[config.mk]
export PLATFORM = sky130hd
export DESIGN_NAME = gpio_irq_bank
export DESIGN_NICKNAME = d
export VERILOG_FILES = /design/src/rtl/gpio_pkg.sv /design/src/rtl/gpio_sync.sv /design/src/rtl/gpio_addr_dec.sv /design/src/rtl/gpio_pin_unit.sv /design/src/rtl/gpio_irq_bank.sv
export SDC_FILE = /design/constraint.sdc
export NUM_CORES = 1
export LEC_CHECK = 0
export BUFFER_PORTS_ARGS = -buffer_cell sky130_fd_sc_hd__clkbuf_2
export CAP_MARGIN = 20
export CORE_ASPECT_RATIO = 2
export CORE_MARGIN = 3
export CORE_UTILIZATION = 43
export CTS_CLUSTER_DIAMETER = 30
export DETAILED_ROUTE_END_ITERATION = 8
export MAX_ROUTING_LAYER = met4
export PLACE_DENSITY = 0.64
export SLEW_MARGIN = 10
export SYNTH_ARGS = -nofsm -noshare
export SYNTH_HDL_FRONTEND = slang
export SYNTH_HIERARCHICAL = 1
export SYNTH_SLANG_ARGS = --single-unit
[constraint.sdc]
create_clock -name clk -period 1.85 [get_ports clk]
set_input_delay 0.185 -clock clk [delete_from_list [all_inputs] [get_ports clk]]
set_output_delay 0.185 -clock clk [all_outputs]
set_load 0.01 [all_outputs]
[src/rtl/gpio_pkg.sv]
package gpio_pkg;
   localparam int unsigned BUS_DW     = 32;
   localparam int unsigned CFG_OE_BIT = 9;
   localparam int unsigned IO_IN_BIT  = 0;
   localparam int unsigned IO_OUT_BIT = 1;
   localparam int unsigned STAT_BIT   = 0;
   localparam logic [2:0]  ROUTE_SUMMARY = 3'd4;
   localparam logic [2:0]  ROUTE_NONE    = 3'd7;

   typedef enum logic [2:0] {
      RK_NONE, RK_CFG, RK_IO, RK_ICFG, RK_STAT, RK_ROUTE
   } reg_kind_e;

   // bit order follows the interrupt configuration word: [3] raw, [2] edge, [1] pol, [0] enable
   typedef struct packed {
      logic raw_en;
      logic edge_mode;
      logic pol_hi;
      logic int_en;
   } icfg_t;
endpackage

[src/rtl/gpio_sync.sv]
module gpio_sync #(
   parameter int unsigned WIDTH  = 8,
   parameter int unsigned STAGES = 2
) (
   input  logic             clk,
   input  logic             rst_n,
   input  logic [WIDTH-1:0] d,
   output logic [WIDTH-1:0] q
);
   logic [STAGES-1:0][WIDTH-1:0] chain;

   always_ff @(posedge clk or negedge rst_n) begin
      if (!rst_n) chain <= '0;
      else        chain <= {chain[STAGES-2:0], d};
   end

   assign q = chain[STAGES-1];
endmodule

[src/rtl/gpio_addr_dec.sv]
module gpio_addr_dec
   import gpio_pkg::*;
#(
   parameter int unsigned ADDR_W   = 16,
   parameter int unsigned NUM_PINS = 8,
   parameter int unsigned PIN_W    = 3
) (
   input  logic [ADDR_W-1:0] addr,
   output reg_kind_e         kind,
   output logic [PIN_W-1:0]  pin
);
   logic [7:0] pidx;
   logic [7:0] ridx;

   always_comb begin
      kind = RK_NONE;
      pin  = '0;
      pidx = addr[11:4];
      ridx = addr[9:2];
      if (addr[1:0] == 2'b00) begin
         if (addr[ADDR_W-1:12] == (ADDR_W-12)'(1)) begin
            if (32'(pidx) < NUM_PINS) begin
               pin = pidx[PIN_W-1:0];
               case (addr[3:2])
                  2'd0:    kind = RK_CFG;
                  2'd1:    kind = RK_IO;
                  2'd2:    kind = RK_ICFG;
                  default: kind = RK_STAT;
               endcase
            end
         end else if (addr[ADDR_W-1:10] == (ADDR_W-10)'(1)) begin
            if (32'(ridx) < NUM_PINS) begin
               pin  = ridx[PIN_W-1:0];
               kind = RK_ROUTE;
            end
         end
      end
   end
endmodule

[src/rtl/gpio_pin_unit.sv]
module gpio_pin_unit
   import gpio_pkg::*;
(
   input  logic              clk,
   input  logic              rst_n,
   input  logic              wr_en,
   input  reg_kind_e         rk,
   input  logic [BUS_DW-1:0] wdata,
   input  logic              lvl,
   output logic              oe,
   output logic              drv,
   output logic [BUS_DW-1:0] rd_word,
   output logic              stat_o,
   output logic              lat_o,
   output logic              prev_o,
   output icfg_t             icfg_o,
   output logic              contrib
);
   icfg_t      icfg_q;
   logic [2:0] route_q;
   logic       oe_q, drv_q, prev_q, stat_q, lat_q;
   logic       trig, clr;
   logic       unused_bits;

   assign unused_bits = ^{wdata[BUS_DW-1:10], wdata[8:4]};

   always_comb begin
      if (icfg_q.edge_mode)
         trig = icfg_q.pol_hi ? (lvl & ~prev_q) : (~lvl & prev_q);
      else
         trig = icfg_q.pol_hi ? lvl : ~lvl;
   end

   assign clr = wr_en && (rk == RK_STAT) && wdata[STAT_BIT];

   always_ff @(posedge clk or negedge rst_n) begin
      if (!rst_n) begin
         oe_q    <= 1'b0;
         drv_q   <= 1'b0;
         icfg_q  <= '0;
         route_q <= ROUTE_NONE;
         prev_q  <= 1'b0;
         stat_q  <= 1'b0;
         lat_q   <= 1'b0;
      end else begin
         prev_q <= lvl;
         if (wr_en) begin
            case (rk)
               RK_CFG:   oe_q    <= wdata[CFG_OE_BIT];
               RK_IO:    drv_q   <= wdata[IO_OUT_BIT];
               RK_ICFG:  icfg_q  <= icfg_t'(wdata[3:0]);
               RK_ROUTE: route_q <= wdata[2:0];
               default:  ;
            endcase
         end
         if (clr)                        stat_q <= 1'b0;
         else if (trig && icfg_q.raw_en) stat_q <= 1'b1;
         if (clr)                        lat_q  <= 1'b0;
         else if (trig && icfg_q.int_en) lat_q  <= 1'b1;
      end
   end

   always_comb begin
      rd_word = '0;
      case (rk)
         RK_CFG:   rd_word[CFG_OE_BIT] = oe_q;
         RK_IO:    begin
                      rd_word[IO_IN_BIT]  = lvl;
                      rd_word[IO_OUT_BIT] = drv_q;
                   end
         RK_ICFG:  rd_word[3:0] = icfg_q;
         RK_STAT:  rd_word[STAT_BIT] = stat_q;
         RK_ROUTE: rd_word[2:0] = route_q;
         default:  ;
      endcase
   end

   assign oe      = oe_q;
   assign drv     = drv_q;
   assign stat_o  = stat_q;
   assign lat_o   = lat_q;
   assign prev_o  = prev_q;
   assign icfg_o  = icfg_q;
   assign contrib = lat_q & icfg_q.int_en & (route_q == ROUTE_SUMMARY);
endmodule

[src/rtl/gpio_irq_bank.sv]
module gpio_irq_bank
   import gpio_pkg::*;
#(
   parameter int unsigned NUM_PINS    = 8,
   parameter int unsigned ADDR_W      = 16,
   parameter int unsigned SYNC_STAGES = 2
) (
   input  logic                clk,
   input  logic                rst_n,
   input  logic                bus_wr,
   input  logic                bus_rd,
   input  logic [ADDR_W-1:0]   bus_addr,
   input  logic [BUS_DW-1:0]   bus_wdata,
   output logic [BUS_DW-1:0]   bus_rdata,
   input  logic [NUM_PINS-1:0] pin_in,
   output logic [NUM_PINS-1:0] pin_out,
   output logic [NUM_PINS-1:0] pin_oe,
   output logic                irq_summary
);
   localparam int unsigned PIN_W = (NUM_PINS > 1) ? $clog2(NUM_PINS) : 1;

   if (NUM_PINS < 1 || NUM_PINS > 256) begin : g_bad_pins
      $error("NUM_PINS must lie in 1..256");
   end
   if (ADDR_W < 13) begin : g_bad_addr
      $error("ADDR_W must be at least 13");
   end
   if (SYNC_STAGES < 2) begin : g_bad_sync
      $error("SYNC_STAGES must be at least 2");
   end

   logic [NUM_PINS-1:0] lvl;
   logic [NUM_PINS-1:0] stat_vec, lat_vec, prev_vec, contrib_vec;
   logic [NUM_PINS-1:0] ien_vec, raw_vec, edge_vec;
   logic [BUS_DW-1:0]   rd_words [NUM_PINS];
   reg_kind_e           rk;
   logic [PIN_W-1:0]    psel;

   gpio_sync #(.WIDTH(NUM_PINS), .STAGES(SYNC_STAGES)) u_sync (
      .clk(clk), .rst_n(rst_n), .d(pin_in), .q(lvl)
   );

   gpio_addr_dec #(.ADDR_W(ADDR_W), .NUM_PINS(NUM_PINS), .PIN_W(PIN_W)) u_dec (
      .addr(bus_addr), .kind(rk), .pin(psel)
   );

   for (genvar i = 0; i < NUM_PINS; i++) begin : g_pin
      icfg_t icfg_w;
      logic  wr_sel;

      assign wr_sel = bus_wr && (rk != RK_NONE) && (psel == PIN_W'(i));

      gpio_pin_unit u_unit (
         .clk(clk), .rst_n(rst_n), .wr_en(wr_sel), .rk(rk), .wdata(bus_wdata),
         .lvl(lvl[i]), .oe(pin_oe[i]), .drv(pin_out[i]), .rd_word(rd_words[i]),
         .stat_o(stat_vec[i]), .lat_o(lat_vec[i]), .prev_o(prev_vec[i]),
         .icfg_o(icfg_w), .contrib(contrib_vec[i])
      );

      assign ien_vec[i]  = icfg_w.int_en;
      assign raw_vec[i]  = icfg_w.raw_en;
      assign edge_vec[i] = icfg_w.edge_mode;
   end

   always_ff @(posedge clk or negedge rst_n) begin
      if (!rst_n) begin
         irq_summary <= 1'b0;
         bus_rdata   <= '0;
      end else begin
         irq_summary <= |contrib_vec;
         if (bus_rd) bus_rdata <= (rk == RK_NONE) ? '0 : rd_words[psel];
      end
   end
endmodule

Word-level counts from Yosys, hierarchy flattened. Cells that the tools add are included.

Output and inout port bits: 49. Input port bits: 60. Flip-flop bits (word level): 145. Word-level logic and storage cells: 366.

Eq/ne operators: 24. Reductions and logical operators: 95. Muxes and demuxes: 111. Bitwise logic cells: 49. $lt $le $gt $ge: 3.

Operators by type and width (number): binary-select mux 32 bit (select 3 bit) (1); 2-to-1 mux 32 bit (3); 2-to-1 mux 1 bit (72); AND reduction 2 bit (32); equality test 3 bit (second input constant) (14); logical AND 1 bit (41); AND 1 bit (32); case mux 1 bit (4 select lines) (8); nonzero test 2 bit (16); 2-to-1 mux 3 bit (10); case mux 1 bit (3 select lines) (8); < comparator 8 x 4 -> 1 bit (second input constant) (2); NOT 1 bit (16); case mux 1 bit (2 select lines) (8); equality test 3 x 2 -> 1 bit (second input constant) (4); case mux 3 bit (3 select lines) (1); OR reduction 8 bit (1); equality test 3 x 1 -> 1 bit (second input constant) (2); equality test 6 x 1 -> 1 bit (second input constant) (1); zero test 3 bit (2); equality test 4 x 1 -> 1 bit (second input constant) (1); greater-or-equal comparator 4 bit (second input constant) (1); zero test 2 bit (2); NOT 3 -> 4 bit (1); 3 further kinds (3).

Logic depth before layout (Yosys ltp).
Word-level depth: 11. Mapped depth: 11. Mapped depth without buffers: 11.

Hierarchy. Netlist, hierarchy kept.

By module, submodules not included: gpio_pin_unit (instances 8, area an instance 877.1 um^2, cells each 82, seq. area each 304.0 um^2); gpio_irq_bank (instances 1, area an instance 3357.0 um^2, cells each 345, seq. area each 825.8 um^2); gpio_sync (instances 1, area an instance 460.4 um^2, cells each 24, seq. area each 400.4 um^2); gpio_addr_dec (instances 1, area an instance 222.7 um^2, cells each 31, seq. area each 0.0 um^2).

Worst setup path before layout. OpenSTA, ideal clock, no wires.

Path type: input -> register. Start: input bus_addr[8]. End: register g_pin[4].u_unit.icfg_q (netlist bit g_pin[4].u_unit/icfg_o[0]). Path slack: -5.193 ns. Arrival time: 6.916 ns. Data required time: 1.723 ns. Buffers on the path: 0. Cell stages on the path: 7. Setup time: 0.127 ns. Path through: nor4_4 > nand2_1 > nor3_1 > o311ai_0 > nor3_1 > nand3_2 > mux2_2.

Elaborated cells on any way between the ends: 18. Those cells by class: order compare (2); eq/ne (2); mux (10); reduce/logical (4).

RTL lines: from (decl) (line gpio_irq_bank.sv:12) `input logic [ADDR_W-1:0] bus_addr,`; < comparator 8 x 4 -> 1 bit (line gpio_addr_dec.sv:22) `if (32'(pidx) < NUM_PINS) begin`; 2-to-1 mux 3 bit (line gpio_addr_dec.sv:22); 2-to-1 mux 3 bit (line gpio_addr_dec.sv:21) `if (addr[ADDR_W-1:12] == (ADDR_W-12)'(1)) begin`; 2-to-1 mux 3 bit (line gpio_addr_dec.sv:20) `if (addr[1:0] == 2'b00) begin`; via rk[1] (line gpio_irq_bank.sv:36) `reg_kind_e rk;`; nonzero test 3 bit (line gpio_irq_bank.sv:51) `assign wr_sel = bus_wr && (rk != RK_NONE) && (psel == PIN_W'(i));`; logical AND 1 bit (2 in a row) (line gpio_irq_bank.sv:51); via g_pin[4].wr_sel (line gpio_irq_bank.sv:49) `logic wr_sel;`; AND reduction 2 bit (no source line); to (signal assigned) (line gpio_pin_unit.sv:51) `RK_ICFG: icfg_q <= icfg_t'(wdata[3:0]);`; to (decl) (line gpio_pin_unit.sv:19) `icfg_t icfg_q;`.

The timed path passes the listed nets, and every way through them passes these cells. A chain may end at the register's enable or synchronous reset.

==> impl_metrics.tcl <==
set metrics [dict create \
    status "complete, but fails checks" \
    violations "setup timing" \
    synth.most_common_cell "buf_4" \
    final_max_slew_viol_count 0 \
    r2r-end "bus_rdata[2]$_DFFE_PN0P_" \
    synthDistinctLibCells 50 \
    peakVddDrop_mv 0.593 \
    num_vias 7994 \
    dp_cells 1520 \
    path_delay_family "compound AO/OA/AOI/OAI gates" \
    grt_pass1_wl_microns 42200 \
    clk_latency_ns 0.44 \
    setup_viol 117 \
    async_reset_ff_frac 1.00 \
    route.detailed.drc 0 \
    routed_via_density 4.97 \
    grt_max_degree 61 \
    pin_count 109 \
    grt_setup_unrepaired "true" \
    n_antenna_cell 0 \
    crit_start "bus_addr[2]" \
    path_depth 15 \
    hold_violations 0 \
    crit_required_ns 2.16 \
    grt_usage 0.202 \
    r2r_setup_slack_ns 0.25 \
    fin_tns_setup_ns -11.07 \
    drive_above_1_share 0.428 \
    cts_buffer_depth 2 \
    cts_tree "built" \
    hp-class "primary input to async pin" \
    p_total_uw 7500 \
    final.period_utilization 1.15 \
    synth_cells 1056 \
    cts_sinks 145 \
    core_area_sq_um 25200 \
    ys_warn_count 6 \
    fin_util 0.546 \
    grt-ovfl-total 0 \
    relSlewSlack 0.400 \
    max_stage_delay_ns 0.27 \
    dieWidth_microns 119 \
    setup.worst_path.start_class "primary input" \
    netlist_area_sq_um 11100 \
    crit_end "bus_rdata[0]$_DFFE_PN0P_" \
    synth_top_cell_area_share 0.274 \
    syn_to_final_growth_pct 24.6 \
    synth_area_leader_cell "dfrtp_1" \
    synth_area_leaders "dfrtp_1, buf_4, mux2i_1" \
    h-tree-depth 4 \
    end_kind "flip-flop" \
    worst_pin_slew_ns 0.900 \
    cp_data_arrival_time_ns 2.43 \
    critPathMaxFanout 8 \
    synth_ff_type "dfrtp_1" \
    path_cells "clkbuf_2, buf_4, ha_1, inv_1, o2111ai_4, a21oi_4, buf_12, buf_6, buf_12, mux2i_1, o22ai_1, mux2i_1, a22oi_1, nand2_1, o22ai_1" \
    r2r_cells 6 \
    dp_hpwl_microns 18900 \
    drtIter0Drc 286 \
    path_clk_slew_ns 0.06 \
    grt_pass1_vias 8113 \
    layoutNonFillerInstCount 1608 \
    clock-root-buffer "clkbuf_16" \
    firstDrtPassIters 4 \
    drv_cap 0 \
    path_buf_inv 6 \
    fin_crit_ns 2.12 \
    p_per_area_nw_per_um2 544 \
    r2r_start "g_pin[7].u_unit/icfg_o[2]$_DFFE_PN0P_" \
    die_area_sq_um 27800 \
    port_buffers 81 \
    avgSynthCellArea_sq_um 10.5 \
    yosys-top-cells-count "buf_4, dfrtp_1, mux2i_1" \
    avgRoutedWirePerCell_microns 17.5 \
    synth_edf_count 0 \
    ant_nets 0 \
    skew_ns 0.00836 \
    start_util 0.438 \
    fin_ws_ns -0.269 \
    ys_ff_latch 145 \
    fin_nets 1322 \
    antenna_found_initial 0 \
    cts_buffers 17 \
    ys_seq_area_frac 0.331 \
    place_congestion 0.870 \
    wl_microns 28200 \
    p_leak_uw 0.00578 \
    critical_path_class "primary input to flip-flop" \
    rows 82 \
    cp_slowest_cell "mux2i_1" \
    die_h_microns 233 \
    place_ws_ns -0.880 \
    max_freq_mhz 472 \
]
[final cells by class]
type,instances,area [sq um]
inverter,54,203
clock buffer,20,447
sequential,145,3660
timing repair buffer,240,2070
multi-input combinational,801,6800
clock inverter,12,181
tap,336,420
fill,2238,11500
[cell usage in the layout, fill, tap and decap left out, types with 9 or more instances in the layout]
| master | netlist | layout |
|---|---|---|
| conb_1 | 8 | 216 |
| dfrtp_1 | 121 | 121 |
| buf_4 | 240 | 98 |
| mux2i_1 | 88 | 84 |
| clkbuf_2 | 0 | 79 |
| nor2_1 | 65 | 58 |
| inv_1 | 54 | 53 |
| mux2_2 | 56 | 51 |
| o22ai_1 | 48 | 44 |
| nand2_1 | 45 | 41 |
| mux4_2 | 31 | 31 |
| buf_6 | 6 | 30 |
| nand4b_1 | 24 | 24 |
| dfstp_2 | 24 | 24 |
| nand2b_4 | 16 | 22 |
| mux2_4 | 16 | 21 |
| clkbuf_16 | 0 | 20 |
| a22oi_2 | 0 | 18 |
| a221oi_1 | 16 | 16 |
| buf_12 | 2 | 16 |
| a22oi_1 | 31 | 13 |
| nand2b_1 | 18 | 12 |
| nor2_2 | 6 | 10 |
| nor3b_4 | 0 | 10 |
| dlygate4sd3_1 | 0 | 9 |
[power by group]
| part | internal, uW | switching, uW |
|---|---|---|
| logic | 209 | 304 |
| registers | 3200 | 17.0 |
| clock network | 2300 | 1470 |
| total | 5710 | 1790 |
[state kept, by name, indices dropped and copies added, names as in the netlist]
signal                cells
g_pin.u_unit/drv          8
g_pin.u_unit/prev_o       8
bus_rdata                32
g_pin.u_unit/route_q     24
irq_summary               1
g_pin.u_unit/icfg_o      32
u_sync/chain              8
g_pin.u_unit/lat_o        8
u_sync/q                  8
g_pin.u_unit/oe           8
g_pin.u_unit/stat_o       8
[worst min path at each step]
stage	from	endpoint	slack (ns)	cells after the start
floorplan	rst_n	bus_rdata[0]$_DFFE_PN0P_	-0.11	0
global placement	rst_n	u_sync/q[7]$_DFF_PN0_	0.11	1
detailed placement	rst_n	u_sync/q[3]$_DFF_PN0_	0.12	1
CTS	rst_n	u_sync/q[3]$_DFF_PN0_	0.22	2
global route	rst_n	g_pin[7].u_unit/icfg_o[2]$_DFFE_PN0P_	0.24	2
finish	rst_n	u_sync/q[7]$_DFF_PN0_	0.22	2
[metal layers]
| metal | up-vias | part of all wire | global-route usage | routed length, microns |
|---|---|---|---|---|
| met4 | 0 | 0.049 | 0.114 | 1380 |
| met2 | 171 | 0.57 | 0.383 | 16200 |
| met3 | 76 | 0.026 | 0.0287 | 724 |
| met5 | - | 0 | - | 0 |
| met1 | 3991 | 0.35 | 0.193 | 9870 |
| li1 | 3756 | - | - | - |
[metrics by stage]
| step | area, sq um | hold WS [ns] |
|---|---|---|
| finish | 13800 | 0.216 |
| floorplan | 11900 | -0.111 |
| global placement | 11700 | 0.113 |
| detailed placement | 11700 | 0.118 |
| CTS | 12800 | 0.217 |
| global route | 13800 | 0.240 |
[what timing repair did]
action / CTS / global route
gates resized for setup: 36 / 137
cloned: 3 / 4
hold endpoints to repair: 63 / 0
buffers inserted: 10 / 37
pin swaps: 13 / 81
endpoints found under the setup margin: 120 / 120
hold buffers: 9 / 0
[cell families (layout without fill, tap and decap cells)]
| family | count (synthesis) | after routing | synth area share |
|---|---|---|---|
| buffers and inverters | 318 | 326 | 0.197 |
| other | 8 | 216 | 0.00272 |
| adder cells (fa/ha/maj) | 3 | 3 | 0.00340 |
| AND/OR/NAND/NOR | 251 | 251 | 0.152 |
| AO/OA/AOI/OAI | 139 | 139 | 0.0911 |
| multiplexers | 192 | 192 | 0.223 |
| flip-flops | 145 | 145 | 0.331 |
Power figures use the tool's default switching activity.
